<file path="src/rtl/wide_cla_pkg.sv">
package wide_cla_pkg;

   // number of nodes on tree level k (level 0 holds the nibble slices)
   function automatic int lvl_cnt(input int nslice, input int k);
      int n;
      n = nslice;
      for (int i = 0; i < k; i++) n = (n + 3) / 4;
      return n;
   endfunction

   // index of the first node of level k in the flat node vectors
   function automatic int lvl_off(input int nslice, input int k);
      int o;
      o = 0;
      for (int i = 0; i < k; i++) o += lvl_cnt(nslice, i);
      return o;
   endfunction

   // combiner levels needed above the slices to reach one root
   function automatic int num_lvls(input int nslice);
      int n;
      int l;
      n = nslice;
      l = 0;
      while (n > 1) begin
         n = (n + 3) / 4;
         l++;
      end
      return l;
   endfunction

   // carry after the first n of four positions, in sum-of-products form
   function automatic logic la_carry(input logic [3:0] p, input logic [3:0] g,
                                     input logic cin, input int n);
      logic res;
      logic prod;
      res = 1'b0;
      for (int m = 0; m < 4; m++) begin
         if (m < n) begin
            prod = g[m];
            for (int q = 0; q < 4; q++)
               if (q > m && q < n) prod = prod & p[q];
            res = res | prod;
         end
      end
      prod = cin;
      for (int q = 0; q < 4; q++)
         if (q < n) prod = prod & p[q];
      return res | prod;
   endfunction

endpackage

</file>
<file path="src/rtl/cla_slice4.sv">
module cla_slice4
   import wide_cla_pkg::*;
(
   input  logic [3:0] sl_a,
   input  logic [3:0] sl_b,
   input  logic       sl_cin,
   output logic [3:0] sl_sum,
   output logic       sl_prop,
   output logic       sl_gen
);
   logic [3:0] bp;
   logic [3:0] bg;
   logic [3:0] bc;

   assign bp = sl_a ^ sl_b;
   assign bg = sl_a & sl_b;

   for (genvar i = 0; i < 4; i++) begin : g_bit
      assign bc[i] = la_carry(bp, bg, sl_cin, i);
   end

   assign sl_sum  = bp ^ bc;
   assign sl_prop = &bp;
   assign sl_gen  = la_carry(bp, bg, 1'b0, 4);
endmodule

</file>
<file path="src/rtl/cla_node.sv">
module cla_node
   import wide_cla_pkg::*;
#(
   parameter int NCH = 4
) (
   input  logic [NCH-1:0] ch_prop,
   input  logic [NCH-1:0] ch_gen,
   input  logic           nd_cin,
   output logic [NCH-1:0] ch_cin,
   output logic           nd_prop,
   output logic           nd_gen
);
   logic [3:0] pp;
   logic [3:0] gg;

   if (NCH < 1 || NCH > 4) begin : g_bad_nch
      $error("cla_node: NCH must lie in 1..4");
   end

   for (genvar i = 0; i < 4; i++) begin : g_pad
      if (i < NCH) begin : g_real
         assign pp[i] = ch_prop[i];
         assign gg[i] = ch_gen[i];
      end else begin : g_fill
         assign pp[i] = 1'b1;
         assign gg[i] = 1'b0;
      end
   end

   for (genvar i = 0; i < NCH; i++) begin : g_cout
      assign ch_cin[i] = la_carry(pp, gg, nd_cin, i);
   end

   assign nd_prop = &pp;
   assign nd_gen  = la_carry(pp, gg, 1'b0, 4);
endmodule

</file>
<file path="src/rtl/wide_cla_adder.sv">
module wide_cla_adder
   import wide_cla_pkg::*;
#(
   parameter int WIDTH = 128
) (
   input  logic [WIDTH-1:0] op_a,
   input  logic [WIDTH-1:0] op_b,
   input  logic             carry_in,
   output logic [WIDTH-1:0] sum,
   output logic             carry_out
);
   localparam int NSLICE = WIDTH / 4;
   localparam int NLVL   = num_lvls(NSLICE);
   localparam int NTOT   = lvl_off(NSLICE, NLVL + 1);
   localparam int ROOT   = NTOT - 1;

   if (WIDTH % 4 != 0 || WIDTH < 8) begin : g_bad_width
      $error("wide_cla_adder: WIDTH must be a multiple of 4 and at least 8");
   end

   logic [NTOT-1:0] node_p;
   logic [NTOT-1:0] node_g;
   logic [NTOT-1:0] node_c;

   for (genvar j = 0; j < NSLICE; j++) begin : g_slice
      cla_slice4 u_slice (
         .sl_a    (op_a[4*j +: 4]),
         .sl_b    (op_b[4*j +: 4]),
         .sl_cin  (node_c[j]),
         .sl_sum  (sum[4*j +: 4]),
         .sl_prop (node_p[j]),
         .sl_gen  (node_g[j])
      );
   end

   for (genvar k = 1; k <= NLVL; k++) begin : g_lvl
      localparam int NBELOW = lvl_cnt(NSLICE, k - 1);
      localparam int NHERE  = lvl_cnt(NSLICE, k);
      for (genvar j = 0; j < NHERE; j++) begin : g_node
         localparam int CH0  = lvl_off(NSLICE, k - 1) + 4 * j;
         localparam int NCH  = (NBELOW - 4 * j) < 4 ? (NBELOW - 4 * j) : 4;
         localparam int SELF = lvl_off(NSLICE, k) + j;
         cla_node #(.NCH(NCH)) u_node (
            .ch_prop (node_p[CH0 +: NCH]),
            .ch_gen  (node_g[CH0 +: NCH]),
            .nd_cin  (node_c[SELF]),
            .ch_cin  (node_c[CH0 +: NCH]),
            .nd_prop (node_p[SELF]),
            .nd_gen  (node_g[SELF])
         );
      end
   end

   assign node_c[ROOT] = carry_in;
   assign carry_out    = node_g[ROOT] | (node_p[ROOT] & carry_in);
endmodule

</file>
<file path="config.mk">
export PLATFORM = sky130hd
export DESIGN_NAME = wide_cla_adder
export DESIGN_NICKNAME = d
export VERILOG_FILES = /design/src/rtl/wide_cla_pkg.sv /design/src/rtl/cla_slice4.sv /design/src/rtl/cla_node.sv /design/src/rtl/wide_cla_adder.sv
export SDC_FILE = /design/constraint.sdc
export NUM_CORES = 1
export LEC_CHECK = 0
export BUFFER_PORTS_ARGS = -buffer_cell sky130_fd_sc_hd__buf_2
export CAP_MARGIN = 20
export CORE_AREA = 8 8 144 146
export DETAILED_ROUTE_END_ITERATION = 16
export DIE_AREA = 0 0 152 154
export SLEW_MARGIN = 40
export SYNTH_ARGS = -nofsm -noshare
export SYNTH_HDL_FRONTEND = slang
export SYNTH_SLANG_ARGS = --single-unit
</file>
<file path="constraint.sdc">
create_clock -name vclk -period 3.3
set_input_delay 0.165 -clock vclk [all_inputs]
set_output_delay 0.165 -clock vclk [all_outputs]
set_load 0.02 [all_outputs]
</file>
## After elaboration in Yosys (flattened, before gate mapping)

Cells that the tools add are included.
Widths: inputs -> output; s select.

- Input port bits: 257
- Register bits: 0
- Word-level logic and storage cells: 901
- Output and inout port bits: 129

- Bitwise logic cells: 858
- Reductions and logical operators: 43

Operators with widths:

| operator | count |
|---|---|
| $and 1x1->1 | 381 |
| $or 1x1->1 | 381 |
| $xor 4x4->4 | 64 |
| $and 4x4->4 | 32 |
| $reduce_and 128->1 | 1 |
| $reduce_and 16->1 | 8 |
| $reduce_and 4->1 | 32 |
| $reduce_and 64->1 | 2 |

## Longest topological paths before layout

Gate-level depths: netlist of the first run.

- Depth in word-level cells: 33
- Mapped depth: 15
- Gate-level depth less buffers: 15

## Cells and area by module

A second synthesis of the first run with hierarchy kept.

- Cells, all modules: 867
- Area, all modules: 6,412.4 sq um

Modules (own cells, without submodules):

| module | area each (sq um) | cells each | times used | seq. area each (sq um) |
|---|---|---|---|---|
| cla_slice4 (g_slice[0].u_slice ...) | 180.2 | 23 | 16 | 0.0 |
| cla_slice4 (g_slice[21].u_slice ...) | 177.7 | 24 | 16 | 0.0 |
| cla_node (g_lvl[1].g_node[0].u_node ...) | 65.1 | 11 | 10 | 0.0 |
| cla_node (g_lvl[3].g_node[0].u_node) | 28.8 | 4 | 1 | 0.0 |
| wide_cla_adder | 7.5 | 1 | 1 | 0.0 |

## Worst setup path after synthesis of the first run

OpenSTA, ideal clock, no wires.

- Path type: input to output
- Start point: input op_a[57]
- End point: output sum[107]
- Data required time: 3.135 ns
- Path slack: 0.069 ns
- Path buffers: 0
- Arrival time: 3.066 ns
- Stages on the path: 13
- Cells stage by stage: ha_1 nand4_2 or3_4 or4_1 o32a_1 a31oi_2 a21boi_1 o21ai_1 ha_1 o21a_1 o21a_1 nor2_1 xnor2_1

- Cells in the longest elaborated chain, start to end: 23
- Elaborated cells on any way between the ends: 40
- Those cells by class: bitwise (37); reduce/logical (3)

Ends and longest elaborated chain:

| element | RTL line | text |
|---|---|---|
| start, declared | wide_cla_adder.sv:6 | `input logic [WIDTH-1:0] op_a,` |
| $xor 4x4->4 | cla_slice4.sv:15 | `assign bp = sl_a ^ sl_b;` |
| $and 1x1->1 (3 in series) | wide_cla_pkg.sv:42 | `if (q > m && q < n) prod = prod & p[q];` |
| $or 1x1->1 (3 in series) | wide_cla_pkg.sv:43 | `res = res \| prod;` |
| $and 1x1->1 | wide_cla_pkg.sv:42 |  |
| $or 1x1->1 (3 in series) | wide_cla_pkg.sv:43 |  |
| $or 1x1->1 * | wide_cla_pkg.sv:49 | `return res \| prod;` |
| $and 1x1->1 * (2 in series) | wide_cla_pkg.sv:48 | `if (q < n) prod = prod & p[q];` |
| $or 1x1->1 * | wide_cla_pkg.sv:49 |  |
| $and 1x1->1 * (2 in series) | wide_cla_pkg.sv:48 |  |
| $or 1x1->1 * | wide_cla_pkg.sv:49 |  |
| $and 1x1->1 * (3 in series) | wide_cla_pkg.sv:48 |  |
| $or 1x1->1 * | wide_cla_pkg.sv:49 |  |
| $xor 4x4->4 * | cla_slice4.sv:22 | `assign sl_sum = bp ^ bc;` |
| end, declared | wide_cla_adder.sv:9 | `output logic [WIDTH-1:0] sum,` |

Every way passes the cells marked *; elsewhere a longest branch is shown, timed or not.

## Worst setup path in the final report of the first run

- Start point: input op_b[57]
- End point: output sum[127]

- Cells in the longest elaborated chain, start to end: 25
- Elaborated cells on any way between the ends: 42
- Those cells by class: bitwise (39); reduce/logical (3)

Ends and longest elaborated chain:

| element | RTL line | text |
|---|---|---|
| start, declared | wide_cla_adder.sv:7 | `input logic [WIDTH-1:0] op_b,` |
| $xor 4x4->4 | cla_slice4.sv:15 |  |
| $and 1x1->1 (3 in series) | wide_cla_pkg.sv:42 |  |
| $or 1x1->1 (3 in series) | wide_cla_pkg.sv:43 |  |
| $and 1x1->1 | wide_cla_pkg.sv:42 |  |
| $or 1x1->1 (3 in series) | wide_cla_pkg.sv:43 |  |
| $or 1x1->1 * | wide_cla_pkg.sv:49 |  |
| $and 1x1->1 * (3 in series) | wide_cla_pkg.sv:48 |  |
| $or 1x1->1 * | wide_cla_pkg.sv:49 |  |
| $and 1x1->1 * (3 in series) | wide_cla_pkg.sv:48 |  |
| $or 1x1->1 * | wide_cla_pkg.sv:49 |  |
| $and 1x1->1 * (3 in series) | wide_cla_pkg.sv:48 |  |
| $or 1x1->1 * | wide_cla_pkg.sv:49 |  |
| $xor 4x4->4 * | cla_slice4.sv:22 |  |

Marked as above.

==> metrics.log, run 1 <==
[metrics] result of the run: finished, violations left
[metrics] failing checks: negative setup slack
[metrics] initial antenna violation count: 4
[metrics] HPWL after DPL: around 23000 um
[metrics] slack of the critical path: -0.0262 ns
[metrics] period utilisation layout: 101%
[metrics] effective utilization at floorplan: 30.3%
[metrics] vias in the first global route: 7832
[metrics] hold worst-path end: sum[52]
[metrics] area overhead of the layout relative to synthesis: 95.9%
[metrics] highest clock rate: 0.301 GHz
[metrics] Final Hold Fails: 0
[metrics] area leader, netlist: ha_1
[metrics] minimum period implied by the final worst setup slack: 3.33 ns
[metrics] global-route track usage on met2: 38.3%
[metrics] slowest cell delay on critical path: between 0.5 and 0.6 ns
[metrics] worst min-delay path category: in -> out
[metrics] startpoint-to-endpoint class of the critical path: in -> out
[metrics] maximum number of pins on one net before global-route repair: 6
[metrics] fraction of layout cells with a size suffix above 1: 60.1%
[metrics] number of vias in the routed layout: 7503
[metrics] synthesized area: 5600 sq um
[metrics] total length of routed wires: 26200 um
[metrics] synthesized netlist net count: 1124
[metrics] wire length of the first global-routing pass: roughly 40000 um
[metrics] most used standard cell by instance count after synthesis: ha_1
[metrics] Die Footprint: between 20000 and 25000 sq um
[metrics] number of iterations in the first detailed-routing pass: 4
[metrics] met3 global-route usage: 4.85%
[metrics] power share of the combinational group: 100.0%
[metrics] synthesized netlist cell count: 675
[metrics] Post-layout nets: 1724
[metrics] number of buffers inserted by port buffering: 386
[metrics] most common library cells after synthesis: 160 x ha_1, 80 x nor2_1, 71 x o21a_1
[metrics] largest driver fanout on the critical path: 3
[metrics] hold_ws: 0.726 ns
[metrics] startpoint of the most critical hold path: op_b[52]
[metrics] worst IR drop on VDD: 0.144 mV
[metrics] proportion of synthesized chip area in sequential cells: 0%
[metrics] total of fill cells in the finished design: 1629
[metrics] gpl congestion: 0.873
[metrics] critical path launch point type: primary input
[metrics] Max-slew headroom: 73.0%
[metrics] total of max-cap violations: 0
[metrics] critical path arrival: 3.16 ns
[metrics] area share of the largest cell type after synthesis: 35.8%
[metrics] part of the total power dissipated in sequential elements: 0%
[metrics] core area: 18500 sq um
[metrics] CTS Hold Bufs: 0
[metrics] Overall Global Routing Usage: 20.2%
[metrics] switching share of power: 53.4%
[metrics] total setup violations reported at the end of the flow: 1
[metrics] number of flip-flops and latches: 0
[metrics] total negative setup slack: -0.0262 ns
[metrics] drt first-iter violations: 209
[metrics] placed standard-cell area: 9170 sq um
[metrics] Slew Limit Fails: 0
[metrics] CP cell instances: buf_2 > ha_4 > nand4_4 > or4_4 > or2_4 > buf_4 > o21ai_4 > a21oi_2 > o31a_1 > o21ai_2 > ha_2 > o21a_1 > o21a_1 > nor2_1 > xnor2_1 > buf_4
[metrics] Unique masters post-synth: around 50
[metrics] Worst-Margin Slew: 0.401 ns
[metrics] RSZ-0062 raised after global routing: true
[metrics] leakage power summed over all cells: between 5 and 6 nW
[metrics] pwr/cell area: 244 nW/um^2
[metrics] Synth area leaders: ha_1 36%, fa_1 11%, o21a_1 9.5%
[metrics] routed length per instance: 17.4 um
[metrics] crit path capture type: output port
[metrics] placement row count: 50
[metrics] die width: between 150 and 200 um
[metrics] highest-delay cell along the critical path: or4_4
[metrics] Non-Filler Cell Area, Final: 11000 sq um
[metrics] drc violations: 0
[metrics] number of top-level design ports: around 390
[metrics] sequential cell area in the final layout: 0 sq um
[metrics] average vias per placed instance: about 5
[metrics] pre-CTS WS: -0.411 ns
[metrics] Final ANT Viol Nets: 0
[metrics] clock power share: 0%
[metrics] Vert. Die Dim: 154 um
[metrics] synthesis warning total: 0
[metrics] switching power: 1.43 mW
[metrics] met1 demand-to-capacity share in global routing: 22.5%
[metrics] total power consumption of the routed design: 2.67 mW
[metrics] highest-utilization routing layer at the global route stage: met2
[metrics] global-route congestion overflow total: 0
[metrics] critical path required time: about 3.1 ns
[metrics] per-instance average area after synthesis: 8.29 sq um
[metrics] cell internal pwr: 1.25 mW
[metrics] number of cells traversed by the worst hold path: 3
[metrics] clock buffer count: 0
[power by group through the flow]
stage	combinational (mW)	clock [mW]	sequential, mW
floorplan	1.32	0	0
global placement	2.29	0	0
detailed placement	2.30	0	0
CTS	2.50	0	0
global route	2.89	0.0000000812	0
finish	2.67	0.0000000813	0
[worst max-delay path by stage]
stage	to	depth (start not counted)	start	slack, ns
finish	sum[127]	16	op_b[57]	-0.03
global route	sum[127]	17	op_b[104]	-0.19
CTS	sum[123]	18	op_b[83]	-0.02
detailed placement	sum[95]	17	op_a[11]	-0.41
global placement	sum[127]	17	op_a[11]	-0.37
floorplan	sum[107]	13	op_a[57]	0.07
[layer usage]
metal / share of wire, % / vias to the layer above
li1: - / 3714
met1: 40 / 3449
met2: 52 / 290
met3: 6.5 / 46
met4: 2.2 / 4
met5: 0.084 / -
[stage by stage]
stage / cells / util, %
after floorplan: 675 / -
after global placement: 1474 / 49.7
after detailed placement: 1474 / 49.7
after CTS: 1492 / 55.2
after global routing: 1509 / 59.4
final: 1509 / 59.4
[logic make-up after synthesis]
family                   count (synthesis)  synth area share, %
AND/OR/NAND/NOR                        194                 16.7
buffers and inverters                   19                 1.27
XOR/XNOR                                64                 10.0
adder cells (fa/ha/maj)                192                 47.2
AO/OA/AOI/OAI                          206                 24.8
[layout make-up]
cell class | count | area, sq um | share of cell area (%)
inverters | 19 | 76.3 | 0.696
multi-input cells | 656 | 6790 | 61.9
well taps | 234 | 293 | 2.67
diodes | 2 | 5.00 | 0.0456
repair buffers | 598 | 3810 | 34.7
[repair_timing]
item	in CTS	in global routing
buffers inserted	18	16
pin swaps	72	86
endpoints found under the setup margin	78	53
gates resized for setup	132	137
[worst max-delay path, delay by kind of cell]
kind                     cells  cell delay (ns)
AO/OA/AOI/OAI                6             1.01
buffers and inverters        3             0.41
adder cells (fa/ha/maj)      2             0.46
XOR/XNOR                     1             0.14
AND/OR/NAND/NOR              4             0.96
[cells in the final DEF, fill, tap and decap left out, types with 28 or more instances in the layout]
| master | n |
|---|---|
| a21o_1 | 32 |
| ha_4 | 59 |
| a21oi_1 | 28 |
| buf_6 | 36 |
| nor3_1 | 30 |
| o21a_1 | 70 |
| buf_2 | 329 |
| fa_1 | 29 |
| ha_1 | 92 |
| xnor2_1 | 33 |
| xor2_1 | 31 |
| nor2_1 | 64 |
| buf_4 | 232 |
No activity file was read; power rests on OpenSTA's default activity.
==> run 2, diff against run 1 <==
--- a/config.mk
+++ b/config.mk
@@ -7,10 +7,13 @@
 export LEC_CHECK = 0
 export BUFFER_PORTS_ARGS = -buffer_cell sky130_fd_sc_hd__buf_2
 export CAP_MARGIN = 20
-export CORE_AREA = 8 8 144 146
+export CORE_AREA = 8 8 142 144
 export DETAILED_ROUTE_END_ITERATION = 16
-export DIE_AREA = 0 0 152 154
+export DIE_AREA = 0 0 150 152
+export MAX_ROUTING_LAYER = met4
+export PLACE_DENSITY_LB_ADDON = 0.08
 export SLEW_MARGIN = 40
 export SYNTH_ARGS = -nofsm -noshare
 export SYNTH_HDL_FRONTEND = slang
+export SYNTH_HIERARCHICAL = 1
 export SYNTH_SLANG_ARGS = --single-unit
==> metrics.log, run 2 <==
[metrics] synthesis warning total: 6 (+6)
[metrics] total length of routed wires: 25200 um (-3.8%)
[metrics] area share of the largest cell type after synthesis: 31.2% (-4.5 points)
[metrics] number of vias in the routed layout: 7765 (+3.5%)
[metrics] per-instance average area after synthesis: 7.40 sq um (-11%)
[metrics] Overall Global Routing Usage: 21.2% (+0.95 points)
[metrics] mux share of post-synthesis cell area: 0% (unchanged)
[metrics] number of cells traversed by the worst hold path: 4 (+1)
[metrics] synthesized netlist cell count: 867 (+28%)
[metrics] highest-count cells in the layout ignoring fill and taps: 366 x buf_2, 143 x buf_4, 127 x inv_1
[metrics] minimum period implied by the final worst setup slack: 3.19 ns (-0.131 ns)
[metrics] critical path required time: 3.13 ns (about the same)
[metrics] RSZ-0062 raised after global routing: true
[metrics] wire length of the first global-routing pass: 39000 um (-1.5%)
[metrics] total setup violations reported at the end of the flow: 0 (-1)
[metrics] Unique masters post-synth: 17 (-65%)
[metrics] Max-slew headroom: 71.1% (-1.9 points)
[metrics] most used standard cell by instance count after synthesis: ha_1
[metrics] Die Footprint: 22800 sq um (-2.6%)
[metrics] crit path capture type: output port
[metrics] hold_ws: 0.774 ns (+0.0485 ns)
[metrics] effective utilization at floorplan: 36.1% (+5.7 points)
[metrics] CTS Hold Bufs: 0 (unchanged)
[metrics] highest-delay cell along the critical path: ha_4
[metrics] vias in the first global route: 8258 (+5.4%)
[metrics] placed cells: 1575 (+6.9%)
[metrics] critical path arrival: 3.03 ns (-0.13 ns)
[metrics] number of iterations in the first detailed-routing pass: 4 (unchanged)
[metrics] dominant combinational cell family by area after synthesis: adder cells
[metrics] proportion of synthesized chip area in sequential cells: 0% (unchanged)
[metrics] synthesized area: 6410 sq um (+15%)
[metrics] Post-layout nets: 1819 (+5.5%)
[metrics] HPWL after DPL: 22300 um (-1.4%)
[metrics] synthesized-area fraction occupied by xor and xnor cells: 13.1% (+3.1 points)
[metrics] number of flip-flops and latches: 0 (unchanged)
[metrics] compound-gate portion of the synthesized area: 25.1% (+0.23 points)
[metrics] Worst-Margin Slew: 0.428 ns (+0.0277 ns)
[metrics] most common library cells after synthesis: 160 x ha_1, 128 x inv_1, 116 x a21oi_1
[metrics] Final ANT Viol Nets: 0 (unchanged)
[metrics] die width: 150 um (-1.3%)
[metrics] number of top-level design ports: 386 (unchanged)
[metrics] Non-Filler Cell Area, Final: 10600 sq um (-3.2%)
[metrics] CP cell instances: buf_2 > ha_4 > a21oi_2 > o21ai_2 > a21oi_2 > o21ai_2 > a21oi_2 > o21ai_2 > a21o_1 > a21o_1 > a31o_1 > a21o_1 > a31o_1 > ha_2 > o21a_1 > nor2_1 > xnor2_1 > buf_4
[metrics] total of max-cap violations: 0 (unchanged)
[metrics] cell internal pwr: 1.18 mW (-5.0%)
[metrics] part of the total power dissipated in sequential elements: 0% (unchanged)
[metrics] pre-CTS WS: -0.210 ns (+0.201 ns)
[metrics] Synth area leaders: ha_1 31%, fa_1 10%, a21oi_1 9.1%
[metrics] maximum number of pins on one net before global-route repair: 7 (+1)
[metrics] critical path launch point type: primary input
[metrics] result of the run: finished, final reports clean
[metrics] initial antenna violation count: 17 (+13)
[metrics] global-route congestion overflow total: 0 (unchanged)
[metrics] area overhead of the layout relative to synthesis: 65.6%
[metrics] clock buffer count: 0 (unchanged)
[metrics] placed standard-cell area: 9330 sq um (+1.8%)
[metrics] Vert. Die Dim: 152 um (-1.3%)
[metrics] fraction of layout cells with a size suffix above 1: 48.8% (-11 points)
[metrics] clock power share: 0% (unchanged)
[metrics] drc violations: 0 (unchanged)
[metrics] commonest non-fill, non-tap cell in the layout: buf_2
[metrics] Slew Limit Fails: 0 (unchanged)
[metrics] core area: 17800 sq um (-3.7%)
[metrics] Final Hold Fails: 0 (unchanged)
[metrics] area fraction in and, or, nand and nor cells after synthesis: 11.8% (-4.8 points)
[metrics] startpoint-to-endpoint class of the critical path: in -> out
[metrics] placement row count: 49 (-2.0%)
[metrics] switching power: 1.49 mW (+4.3%)
[metrics] largest driver fanout on the critical path: 5 (+2)
[metrics] slack of the critical path: 0.105 ns (+0.131 ns)
[metrics] hold worst-path end: sum[15]
[metrics] leakage power summed over all cells: 5.61 nW (+2.6%)
[metrics] startpoint of the most critical hold path: op_b[15]
[metrics] sequential cell area in the final layout: 0 sq um (unchanged)
[metrics] routed length per instance: 15.6 um (-10%)
[metrics] worst min-delay path category: in -> out
[metrics] synthesized netlist net count: 1316 (+17%)
[metrics] pwr/cell area: 252 nW/um^2 (+3.3%)
[metrics] gpl congestion: 0.883 (+1.1%)
[metrics] number of buffers inserted by port buffering: 386 (unchanged)
[metrics] area leader, netlist: ha_1
[metrics] period utilisation layout: 96.8% (-4.0 points)
[metrics] worst IR drop on VDD: 0.162 mV (+12%)
[metrics] arithmetic-cell share of the synthesized area counting full adders, half adders and majority gates: 41.2% (-6.0 points)
[metrics] total power consumption of the routed design: 2.67 mW (about the same)
[metrics] number of standard cells in the final layout excluding fillers: 1615 (+7.0%)
[metrics] highest clock rate: 0.313 GHz (+4.1%)
[metrics] drt first-iter violations: 199 (-4.8%)
[metrics] slowest cell delay on critical path: 0.26 ns (-0.29 ns)
[metrics] average vias per placed instance: 4.81 (-3.3%)
[metrics] switching share of power: 55.7% (+2.3 points)
[metrics] power share of the combinational group: 100.0% (about the same)
[run 2: changes by cell type after synthesis, sizes merged, moves of 31 or more]
cell / previous run / this run
a21oi: 51 / 116
nand2: 30 / 100
o21a: 72 / 32
inv: 19 / 128
nor3: 33 / 0
xnor2: 33 / 64
[run 2: power by group through the flow]
| stage | sequential [mW] | clock (mW) | combinational (mW) |
|---|---|---|---|
| floorplan | 0 | 0 | 1.47 |
| global placement | 0 | 0 | 2.38 |
| detailed placement | 0 | 0 | 2.39 |
| CTS | 0 | 0 | 2.57 |
| global route | 0 | 0.000000689 | 2.93 |
| finish | 0 | 0.000000730 | 2.67 |
[run 2: cell families after synthesis]
| group | Yosys count |
|---|---|
| AO/OA/AOI/OAI | 265 |
| adder cells (fa/ha/maj) | 192 |
| AND/OR/NAND/NOR | 175 |
| XOR/XNOR | 96 |
| buffers and inverters | 139 |
[run 2: per-stage QoR]
| stage | setup TNS [ns] | util (%) |
|---|---|---|
| detailed placement | -2.27 | 52.5 |
| finish | 0 | 59.7 |
| global placement | -1.50 | 52.5 |
| global route | -0.554 | 59.7 |
| floorplan | 0 | - |
| CTS | -0.00586 | 56.6 |
[run 2: worst max-delay path by stage]
stage / start / endpoint / slack, ns / cells after the start
floorplan: op_a[6] / sum[127] / 0.20 / 15
global placement: op_a[23] / sum[126] / -0.15 / 18
detailed placement: op_b[23] / sum[121] / -0.21 / 17
CTS: op_a[34] / sum[126] / -0.006 / 18
global route: op_a[41] / sum[119] / -0.05 / 18
finish: op_a[41] / sum[126] / 0.11 / 18
[run 2: critical path: cells and delay by family]
family | cells | cell delay, ns
AO/OA/AOI/OAI | 12 | 1.92
AND/OR/NAND/NOR | 1 | 0.11
XOR/XNOR | 1 | 0.13
adder cells (fa/ha/maj) | 2 | 0.44
buffers and inverters | 2 | 0.28
[run 2: cell type report]
type,count,area (sq um)
inverters,128,480
fillers,1711,7160
repair buffers,512,2940
well taps,229,287
multi-input cells,728,6870
diodes,18,45.0
[run 2: what timing repair did]
action,in CTS,in global routing
pin swaps,30,56
setup endpoints to repair,28,40
gates resized for setup,89,107
buffers inserted,21,3
[run 2: per-layer routing]
| layer | track usage [%] | routed length (um) | vias to the layer above |
|---|---|---|---|
| met2 | 39.3 | 12900 | 264 |
| li1 | - | - | 3979 |
| met4 | 6.29 | 696 | 0 |
| met3 | 4.46 | 1910 | 40 |
| met5 | - | 0 | - |
| met1 | 21.8 | 9670 | 3482 |
